## src/rtl/ecc_stat_pkg.sv

```systemverilog
// Package: shared widths, limits and the chunk classification type
// for the ECC chunk status accumulator.
package ecc_stat_pkg;
    parameter int STAT_W_DEF = 8;
    parameter int CNT_W_DEF  = 16;
    parameter int LIMIT_DEF  = 40;

    typedef enum logic [1:0] {
        CLS_CLEAN  = 2'd0,
        CLS_ERASED = 2'd1,
        CLS_CORR   = 2'd2,
        CLS_FAIL   = 2'd3
    } chunk_cls_e;
endpackage

```

## src/rtl/ecc_stat_classify.sv

```systemverilog
// Module: ecc_stat_classify
// Sorts one chunk status byte into clean, erased, corrected or failed,
// and passes the corrected-bit count on.
// Assumes: all-ones marks an erased chunk and all-ones minus one marks an
// uncorrectable chunk; LIMIT is below both of those codes.
module ecc_stat_classify
    import ecc_stat_pkg::*;
#(
    parameter int STAT_W = STAT_W_DEF,
    parameter int LIMIT  = LIMIT_DEF
) (
    input  logic [STAT_W-1:0] code_i,
    output chunk_cls_e        cls_o,
    output logic [STAT_W-1:0] bits_o
);
    localparam logic [STAT_W-1:0] CODE_ERASED = '1;
    localparam logic [STAT_W-1:0] CODE_UNCORR = CODE_ERASED - 1'b1;
    localparam logic [STAT_W-1:0] LIM         = LIMIT[STAT_W-1:0];

    // Purpose: decode the status byte into its class and its bit count.
    always_comb begin
        bits_o = '0;
        if (code_i == '0) begin
            cls_o = CLS_CLEAN;
        end else if (code_i == CODE_ERASED) begin
            cls_o = CLS_ERASED;
        end else if (code_i == CODE_UNCORR || code_i > LIM) begin
            cls_o = CLS_FAIL;
        end else begin
            cls_o  = CLS_CORR;
            bits_o = code_i;
        end
    end
endmodule

```

## src/rtl/ecc_stat_accum.sv

```systemverilog
// Module: ecc_stat_accum
// Running page state: the maximum per-chunk count, the saturating total
// of corrected bits, the saturating failed-chunk count and a sticky
// failure flag. It also exposes the next-state values so that a
// snapshot can include the byte of the current cycle.
// Assumes: take_i is already qualified against clear_i by the parent.
module ecc_stat_accum
    import ecc_stat_pkg::*;
#(
    parameter int STAT_W = STAT_W_DEF,
    parameter int CNT_W  = CNT_W_DEF,
    parameter int LIMIT  = LIMIT_DEF
) (
    input  logic              clk,
    input  logic              rst_n,
    input  logic              clear_i,
    input  logic              take_i,
    input  chunk_cls_e        cls_i,
    input  logic [STAT_W-1:0] bits_i,
    output logic [STAT_W-1:0] max_nxt_o,
    output logic [CNT_W-1:0]  total_nxt_o,
    output logic [CNT_W-1:0]  fails_nxt_o,
    output logic              flag_nxt_o
);
    localparam logic [CNT_W-1:0]  CNT_MAX = '1;
    localparam logic [STAT_W-1:0] LIM     = LIMIT[STAT_W-1:0];

    logic [STAT_W-1:0] max_q;
    logic [CNT_W-1:0]  total_q;
    logic [CNT_W-1:0]  fails_q;
    logic              flag_q;
    logic [CNT_W:0]    total_sum;

    assign total_sum = {1'b0, total_q} + {{(CNT_W + 1 - STAT_W){1'b0}}, bits_i};

    // Purpose: compute the state after folding in the current byte.
    always_comb begin
        max_nxt_o   = max_q;
        total_nxt_o = total_q;
        fails_nxt_o = fails_q;
        flag_nxt_o  = flag_q;
        if (take_i) begin
            unique case (cls_i)
                CLS_CORR: begin
                    total_nxt_o = total_sum[CNT_W] ? CNT_MAX : total_sum[CNT_W-1:0];
                    if (bits_i > max_q) max_nxt_o = bits_i;
                end
                CLS_FAIL: begin
                    if (fails_q != CNT_MAX) fails_nxt_o = fails_q + 1'b1;
                    flag_nxt_o = 1'b1;
                end
                default: ;
            endcase
        end
    end

    // Purpose: hold the running state, cleared by reset or page start.
    always_ff @(posedge clk) begin
        if (!rst_n || clear_i) begin
            max_q   <= '0;
            total_q <= '0;
            fails_q <= '0;
            flag_q  <= 1'b0;
        end else begin
            max_q   <= max_nxt_o;
            total_q <= total_nxt_o;
            fails_q <= fails_nxt_o;
            flag_q  <= flag_nxt_o;
        end
    end

    p_total_no_drop_r4: assert property (@(posedge clk) disable iff (!rst_n)
        !clear_i |=> total_q >= $past(total_q));
    p_max_bound_r4: assert property (@(posedge clk) disable iff (!rst_n)
        max_q <= LIM);
    p_flag_sticky_r5: assert property (@(posedge clk) disable iff (!rst_n)
        (flag_q && !clear_i) |=> flag_q);
    p_flag_matches_count_r6: assert property (@(posedge clk) disable iff (!rst_n)
        (fails_q != '0) == flag_q);
    p_clear_r9: assert property (@(posedge clk) disable iff (!rst_n)
        clear_i |=> (total_q == '0 && fails_q == '0 && max_q == '0 && !flag_q));
endmodule

```

## src/rtl/ecc_stat_result.sv

```systemverilog
// Module: ecc_stat_result
// Page result registers: they capture the running state on done, hold it
// until the next start, and force the worst-chunk field to zero on failure.
// Assumes: start has priority over done in the same cycle.
module ecc_stat_result #(
    parameter int STAT_W = 8,
    parameter int CNT_W  = 16
) (
    input  logic              clk,
    input  logic              rst_n,
    input  logic              start_i,
    input  logic              done_i,
    input  logic [STAT_W-1:0] max_i,
    input  logic [CNT_W-1:0]  total_i,
    input  logic [CNT_W-1:0]  fails_i,
    input  logic              flag_i,
    output logic              valid_o,
    output logic              fail_o,
    output logic [STAT_W-1:0] worst_o,
    output logic [CNT_W-1:0]  total_o,
    output logic [CNT_W-1:0]  fails_o
);
    // Purpose: clear on start, snapshot on done, otherwise hold.
    always_ff @(posedge clk) begin
        if (!rst_n || start_i) begin
            valid_o <= 1'b0;
            fail_o  <= 1'b0;
            worst_o <= '0;
            total_o <= '0;
            fails_o <= '0;
        end else if (done_i) begin
            valid_o <= 1'b1;
            fail_o  <= flag_i;
            worst_o <= flag_i ? '0 : max_i;
            total_o <= total_i;
            fails_o <= fails_i;
        end
    end

    p_hold_r10: assert property (@(posedge clk) disable iff (!rst_n)
        (valid_o && !start_i && !done_i) |=>
            ($stable(fail_o) && $stable(worst_o) && $stable(total_o) && $stable(fails_o)));
    p_fail_worst_r8: assert property (@(posedge clk) disable iff (!rst_n)
        fail_o |-> worst_o == '0);
    p_done_valid_r7: assert property (@(posedge clk) disable iff (!rst_n)
        (done_i && !start_i) |=> valid_o);
endmodule

```

## src/rtl/ecc_page_status.sv

```systemverilog
// Module: ecc_page_status (top)
// Folds per-chunk ECC status bytes into a page verdict. A byte is taken
// when stat_valid_i is high and start_i is low.
// Assumes: start_i and done_i are single-cycle pulses.
module ecc_page_status
    import ecc_stat_pkg::*;
#(
    parameter int STAT_W = STAT_W_DEF,
    parameter int CNT_W  = CNT_W_DEF,
    parameter int LIMIT  = LIMIT_DEF
) (
    input  logic              clk,
    input  logic              rst_n,
    input  logic              start_i,
    input  logic              stat_valid_i,
    input  logic [STAT_W-1:0] stat_byte_i,
    input  logic              done_i,
    output logic              res_valid_o,
    output logic              res_fail_o,
    output logic [STAT_W-1:0] res_worst_o,
    output logic [CNT_W-1:0]  res_total_o,
    output logic [CNT_W-1:0]  res_fails_o
);
    chunk_cls_e        cls;
    logic [STAT_W-1:0] bits;
    logic              take;
    logic [STAT_W-1:0] max_nxt;
    logic [CNT_W-1:0]  total_nxt;
    logic [CNT_W-1:0]  fails_nxt;
    logic              flag_nxt;

    assign take = stat_valid_i && !start_i;

    ecc_stat_classify #(.STAT_W(STAT_W), .LIMIT(LIMIT)) u_cls (
        .code_i (stat_byte_i),
        .cls_o  (cls),
        .bits_o (bits)
    );

    ecc_stat_accum #(.STAT_W(STAT_W), .CNT_W(CNT_W), .LIMIT(LIMIT)) u_acc (
        .clk         (clk),
        .rst_n       (rst_n),
        .clear_i     (start_i),
        .take_i      (take),
        .cls_i       (cls),
        .bits_i      (bits),
        .max_nxt_o   (max_nxt),
        .total_nxt_o (total_nxt),
        .fails_nxt_o (fails_nxt),
        .flag_nxt_o  (flag_nxt)
    );

    ecc_stat_result #(.STAT_W(STAT_W), .CNT_W(CNT_W)) u_res (
        .clk     (clk),
        .rst_n   (rst_n),
        .start_i (start_i),
        .done_i  (done_i),
        .max_i   (max_nxt),
        .total_i (total_nxt),
        .fails_i (fails_nxt),
        .flag_i  (flag_nxt),
        .valid_o (res_valid_o),
        .fail_o  (res_fail_o),
        .worst_o (res_worst_o),
        .total_o (res_total_o),
        .fails_o (res_fails_o)
    );
endmodule

```

## config.mk

```make
export PLATFORM = sky130hd
export DESIGN_NAME = ecc_page_status
export DESIGN_NICKNAME = d
export VERILOG_FILES = /design/src/rtl/ecc_stat_pkg.sv /design/src/rtl/ecc_stat_classify.sv /design/src/rtl/ecc_stat_accum.sv /design/src/rtl/ecc_stat_result.sv /design/src/rtl/ecc_page_status.sv
export SDC_FILE = /design/constraint.sdc
export NUM_CORES = 1
export LEC_CHECK = 0
export CORE_ASPECT_RATIO = 1.1
export CORE_MARGIN = 10
export CORE_UTILIZATION = 58
export CTS_BUF_LIST = sky130_fd_sc_hd__clkbuf_8 sky130_fd_sc_hd__clkbuf_16
export CTS_CLUSTER_SIZE = 24
export DETAILED_ROUTE_END_ITERATION = 12
export PLACE_DENSITY = 0.93
export SLEW_MARGIN = 20
export SYNTH_ARGS = -nofsm -noshare
export SYNTH_HDL_FRONTEND = slang
export SYNTH_SLANG_ARGS = --single-unit
export TNS_END_PERCENT = 30
```

## constraint.sdc

```tcl
create_clock -name clk -period 5.2 [get_ports clk]
set_input_delay 1.04 -clock clk [delete_from_list [all_inputs] [get_ports clk]]
set_output_delay 1.04 -clock clk [all_outputs]
set_load 0.01 [all_outputs]
```

# Word-level counts from Yosys, hierarchy flattened
# Index checks and enable logic that the tools add are counted.
[totals]
elab_cells = 42
register_bits = 83
[classes]
eq_ne = 5
n_reduce_logical = 6
n_lt_le_gt_ge = 2
add_sub_neg = 2
muxes = 18
[op_table]
columns = ["operator", "count"]
rows = [
  ["16-bit 2-to-1 mux", 6],
  ["8-bit 2-to-1 mux", 7],
  ["16-bit by 8-bit adder with 17-bit output", 1],
  ["16-bit by 1-bit adder with 16-bit output (second input constant)", 1],
  ["8-bit equality test (second input constant)", 2],
  ["16-bit != test (second input constant)", 1],
  ["8-bit by 6-bit greater-than comparator with 1-bit output (second input constant)", 1],
  ["8-bit greater-than comparator", 1],
  ["8-bit zero test", 1],
  ["2-bit equality test (second input constant)", 2],
  ["2-bit 2-to-1 mux", 2],
  ["1-bit 2-to-1 mux", 3],
  ["1-bit zero test", 2],
  ["1-bit logical OR", 2],
  ["1-bit logical AND", 1],
]

# Longest topological paths before layout
[logic_depth]
word_depth = 10
ltp_mapped = 12

# By module
# A second synthesis with hierarchy kept.
[unflattened]
cells_unflattened = 453
hier_area_um2 = 4206.5
[by_module_without_submodules]
columns = ["module", "n_inst", "seq_area_each_um2", "cells_each", "area_each_um2"]
rows = [
  ["ecc_stat_accum", 1, 820.8, 286, 2462.4],
  ["ecc_stat_result", 1, 840.8, 146, 1591.5],
  ["ecc_stat_classify", 1, 0.0, 20, 138.9],
  ["ecc_page_status", 1, 0.0, 1, 13.8],
]

# Worst setup path before layout
# OpenSTA, ideal clock, no wires.
[synth_timing]
kind = "input to register"
from = "input stat_byte_i[7]"
to = "register u_res.total_o[14]"
path_slack_ns = 1.918
t_required_ns = 5.076
arrival_ns = 3.159
setup_ns = 0.124
stages = 12
cell_sequence = "nor2_1 nand3_1 inv_1 ha_1 fa_1 a211o_1 a211oi_1 nor2_1 and2_4 and3_4 nor3b_1 nor3_2"
[synth_between]
elab_chain_cells = 9
[synth_rtl]
columns = ["element", "line_no", "rtl"]
rows = [
  ["start: declaration", "ecc_page_status.sv:16", "input logic [STAT_W-1:0] stat_byte_i,"],
  ["8-bit by 6-bit greater-than comparator with 1-bit output / 8-bit equality test (equally long branches)", "ecc_stat_classify.sv:27", "end else if (code_i == CODE_UNCORR || code_i > LIM) begin"],
  ["1-bit logical OR", "ecc_stat_classify.sv:27", ""],
  ["8-bit 2-to-1 mux", "ecc_stat_classify.sv:27", ""],
  ["8-bit 2-to-1 mux", "ecc_stat_classify.sv:25", "end else if (code_i == CODE_ERASED) begin"],
  ["8-bit 2-to-1 mux", "ecc_stat_classify.sv:23", "if (code_i == '0) begin"],
  ["16-bit by 8-bit adder with 17-bit output", "ecc_stat_accum.sv:34", "assign total_sum = {1'b0, total_q} + {{(CNT_W + 1 - STAT_W){1'b0}}, bits_i};"],
  ["16-bit 2-to-1 mux", "ecc_stat_accum.sv:45", "total_nxt_o = total_sum[CNT_W] ? CNT_MAX : total_sum[CNT_W-1:0];"],
  ["16-bit 2-to-1 mux *", "ecc_stat_accum.sv:43", "unique case (cls_i)"],
  ["16-bit 2-to-1 mux *", "ecc_stat_accum.sv:42", "if (take_i) begin"],
  ["end signal: assignment", "ecc_stat_result.sv:35", "total_o <= total_i;"],
  ["end: declaration", "ecc_stat_result.sv:20", "output logic [CNT_W-1:0] total_o,"],
]
# Mark *: on every way between the ends. The rest lies on a longest branch, timed or not.
# A chain may end at the register's enable or synchronous reset.

# Final worst setup path
[layout_timing]
from = "input stat_byte_i[4]"
to = "register u_res.total_o[14]"
# The elaborated chain is that of the path after synthesis.

==> flow_metrics.py <==
metrics = {
    "hold_path": {
        "hold_path_class": "reg2reg",
        "min_path_cells": 2,
    },
    "floorplan": {
        "die_y_um": 104.5,
        "fp.dieW_um": 96.85,
        "initial_core_util_pct": 60.46,
        "num_rows": 30,
        "die_area_mm2": 0.01012,
        "coreArea_mm2": 0.006231,
        "io_pins": 55,
    },
    "layout": {
        "final_common_cell": "dfxtp_1",
        "drive_above_1_share_pct": 7.307,
        "fillers": 463,
        "multi_input_comb_area_mm2": 0.002011,
        "syn_to_final_growth_pct": 21.52,
        "num_antenna_cells": 0,
        "final_cell_mix": "83 x dfxtp_1, 54 x clkdlybuf4s50_1, 47 x nor2_1",
        "fin_nets": 506,
        "seq_area_mm2": 0.001662,
    },
    "timing": {
        "finalSetupViolations": 0,
        "fmax_mhz": 263.0,
        "final.setup_skew_ns": 0.008570,
        "slew_violations": 0,
        "slew_headroom_pct": 60.86,
        "rsz0062_at_grt": "no",
        "hold_viol_final": 0,
        "finalCritPeriodShare_pct": 73.11,
        "period_minus_slack_ns": 3.802,
        "tightest_slew_ns": 0.5849,
        "setup_tns_ns": 0,
        "setup_slack_ns": 1.398,
    },
    "route": {
        "drc_errors": 0,
        "wl_per_cell_um": 16.13,
        "viasPerCell": 5.753,
        "vias": 3216,
        "drtIter0Drc": 178,
        "dr.pass1.iters": 4,
        "detail-route-antenna-nets": 0,
        "routed_wl_um": 9015,
    },
    "setup_path": {
        "worst-path-max-fanout": 5,
        "rr_worst_depth": 9,
        "cp_data_arrival_time_ns": 4.05,
        "critical_path_class": "in2reg",
        "endpoint_kind": "flip-flop",
        "crit_required_ns": 5.45,
        "crit_path_start_kind": "input port",
    },
    "clock_tree": {
        "clkTransAtPathRegs_ns": 0.08,
        "cts-root-buf": "clkbuf_8",
        "cts_tree": "yes",
        "cts_hold_buf": 0,
        "cts.sinks": 83,
        "cts_buffers": 9,
        "cts_resized": 0,
        "clock_latency_ns": 0.36,
        "clockBufferDepth": 2,
        "post_cts_buffers": 0,
        "htree_levels": 3,
    },
    "grt": {
        "grt_pass1_wl_um": 15450,
        "grtUsageTotal_pct": 17.81,
        "globalRouteOverflowTotal": 0,
        "grt_pass1_vias": 3365,
        "grt_max_degree": 44,
        "antenna_found_initial": 0,
    },
    "pwr": {
        "vdd_drop_max_mv": 0.1792,
        "power.leakage_uw": 0.001800,
        "power.density_mw_per_mm2": 260.6,
    },
    "synth": {
        "synth.area.top_cells": "dfxtp_1 44%, ha_1 5.6%, nor2_1 4.7%",
        "synth_edf_count": 0,
        "yosys.area.top_type": "dfxtp_1",
        "async_reset_ff_share_pct": 0,
        "ys_ff_latch": 83,
        "syn_inst": 418,
        "synth_warnings": 0,
        "seq_area_frac_synth_pct": 44.10,
        "synth-main-ff-cell": "dfxtp_1",
        "avgSynthCellArea_um2": 9.013,
        "synth_top_area_share_pct": 44.10,
        "synth_cell_type_count": 55,
        "synthesis.area_mm2": 0.003767,
    },
    "place": {
        "hpwlAfterDp_um": 6539,
        "pre_cts_slack_ns": 1.089,
        "io_buffers": 54,
        "gp_congestion": 0.9502,
    },
    "outcome": {
        "status": "completed",
    },
    "job": {
        "maxCapViolations": 0,
    },
}
==> report_power, final <==
group	internal [uW]	leakage [uW]	total (uW)	switching [uW]
combinational	36.5	0.00102	87.5	51.0
clock	241	0.000108	461	219
sequential	642	0.000670	645	3.55
==> logic make-up (layout without fill, tap and decap cells) <==
logic type	count (synthesis)	in the layout	share of synthesized area, %
AOI/OAI and AO/OA	98	98	16.07
xor gates and xnor gates	20	20	4.650
adders and majority gates	18	18	6.177
buffers and inverters	25	83	2.823
DFF	83	83	44.10
muxes	15	15	4.118
other	1	4	0.09954
and+or+nand+nor	158	158	21.95
==> routing by layer <==
layer	vias to the layer above	wire length [um]	part of all wire (%)	track usage (%)
met4	0	250	2.8	7.911
met5	-	0	0	0
met3	24	421	4.7	4.784
met1	1518	3721	41	18.69
li1	1584	-	-	-
met2	90	4622	51	32.29
==> state kept, by name (all words and copies together) (netlist names) <==
register	flops
u_acc.fails_q	16
u_acc.total_q	16
u_res.fails_o	16
u_res.total_o	16
u_acc.max_q	8
u_res.worst_o	8
u_acc.flag_q	1
u_res.fail_o	1
u_res.valid_o	1
==> per-stage QoR <==
step | hold WS (ns) | power [uW] | cell area, um^2 | utilization, % | std cells
2_1_floorplan | 0.4352 | 710.6 | 3779 | - | 421
3_3_place_gp | 0.4364 | 743.9 | 4384 | 70.36 | 544
3_5_place_dp | 0.4445 | 746.8 | 4384 | 70.36 | 544
4_1_cts | 0.4517 | 1200 | 4578 | 73.47 | 559
5_1_grt | 0.4771 | 1232 | 4578 | 73.47 | 559
6_report | 0.4475 | 1193 | 4578 | 73.47 | 559
==> worst max-delay path, cell delays in order <==
cell and delay [ns]:
clkdlybuf4s50_1 0.53, nor4_4 0.36, o21ai_2 0.14, nor2b_1 0.26, ha_1 0.34, o211a_1 0.24
a211oi_1 0.32, nor2_1 0.13, and2_4 0.20, and3_4 0.18, nor3b_1 0.22, nor3_2 0.07
==> synth_stat cells (2+ instances only) <==
master / count
dfxtp_1: 83
nor2_1: 47
nand2_1: 31
a21oi_1: 28
o21ai_0: 28
ha_1: 17
nand3_1: 16
xor2_1: 14
clkbuf_1: 13
and2_1: 11
mux2i_1: 11
and3_1: 9
inv_1: 9
nand4_1: 8
o21ai_1: 8
a22o_1: 6
nor2b_1: 6
xnor2_1: 6
nor3_1: 5
a21o_1: 4
o211ai_1: 4
a211oi_1: 3
a31oi_1: 3
and4_1: 3
mux2_1: 3
nand2_2: 3
nor3_2: 3
nor3b_1: 3
o31ai_1: 3
a211o_1: 2
and3b_1: 2
o211a_1: 2
o21ai_2: 2
==> final timing paths <==
path,startpoint,end,slack (ns)
worst max-delay path,stat_byte_i[4],u_res.total_o[14],1.40
worst min-delay path,u_res.total_o[9],u_res.total_o[9],0.45
worst max register to register,u_acc.total_q[0],u_res.total_o[14],2.66
worst min register to register,u_res.total_o[9],u_res.total_o[9],0.45
==> area by class of cell <==
type                            count  share of cell area, %
Tap cell                           80                  2.186
Sequential cell                    83                  36.29
Timing Repair Buffer               59                  12.63
Clock buffer                       11                  3.307
Clock inverter                      4                 0.9292
Multi-Input combinational cell    313                  43.92
Inverter                            9                 0.7379
No activity file was read; power rests on OpenSTA's default activity.
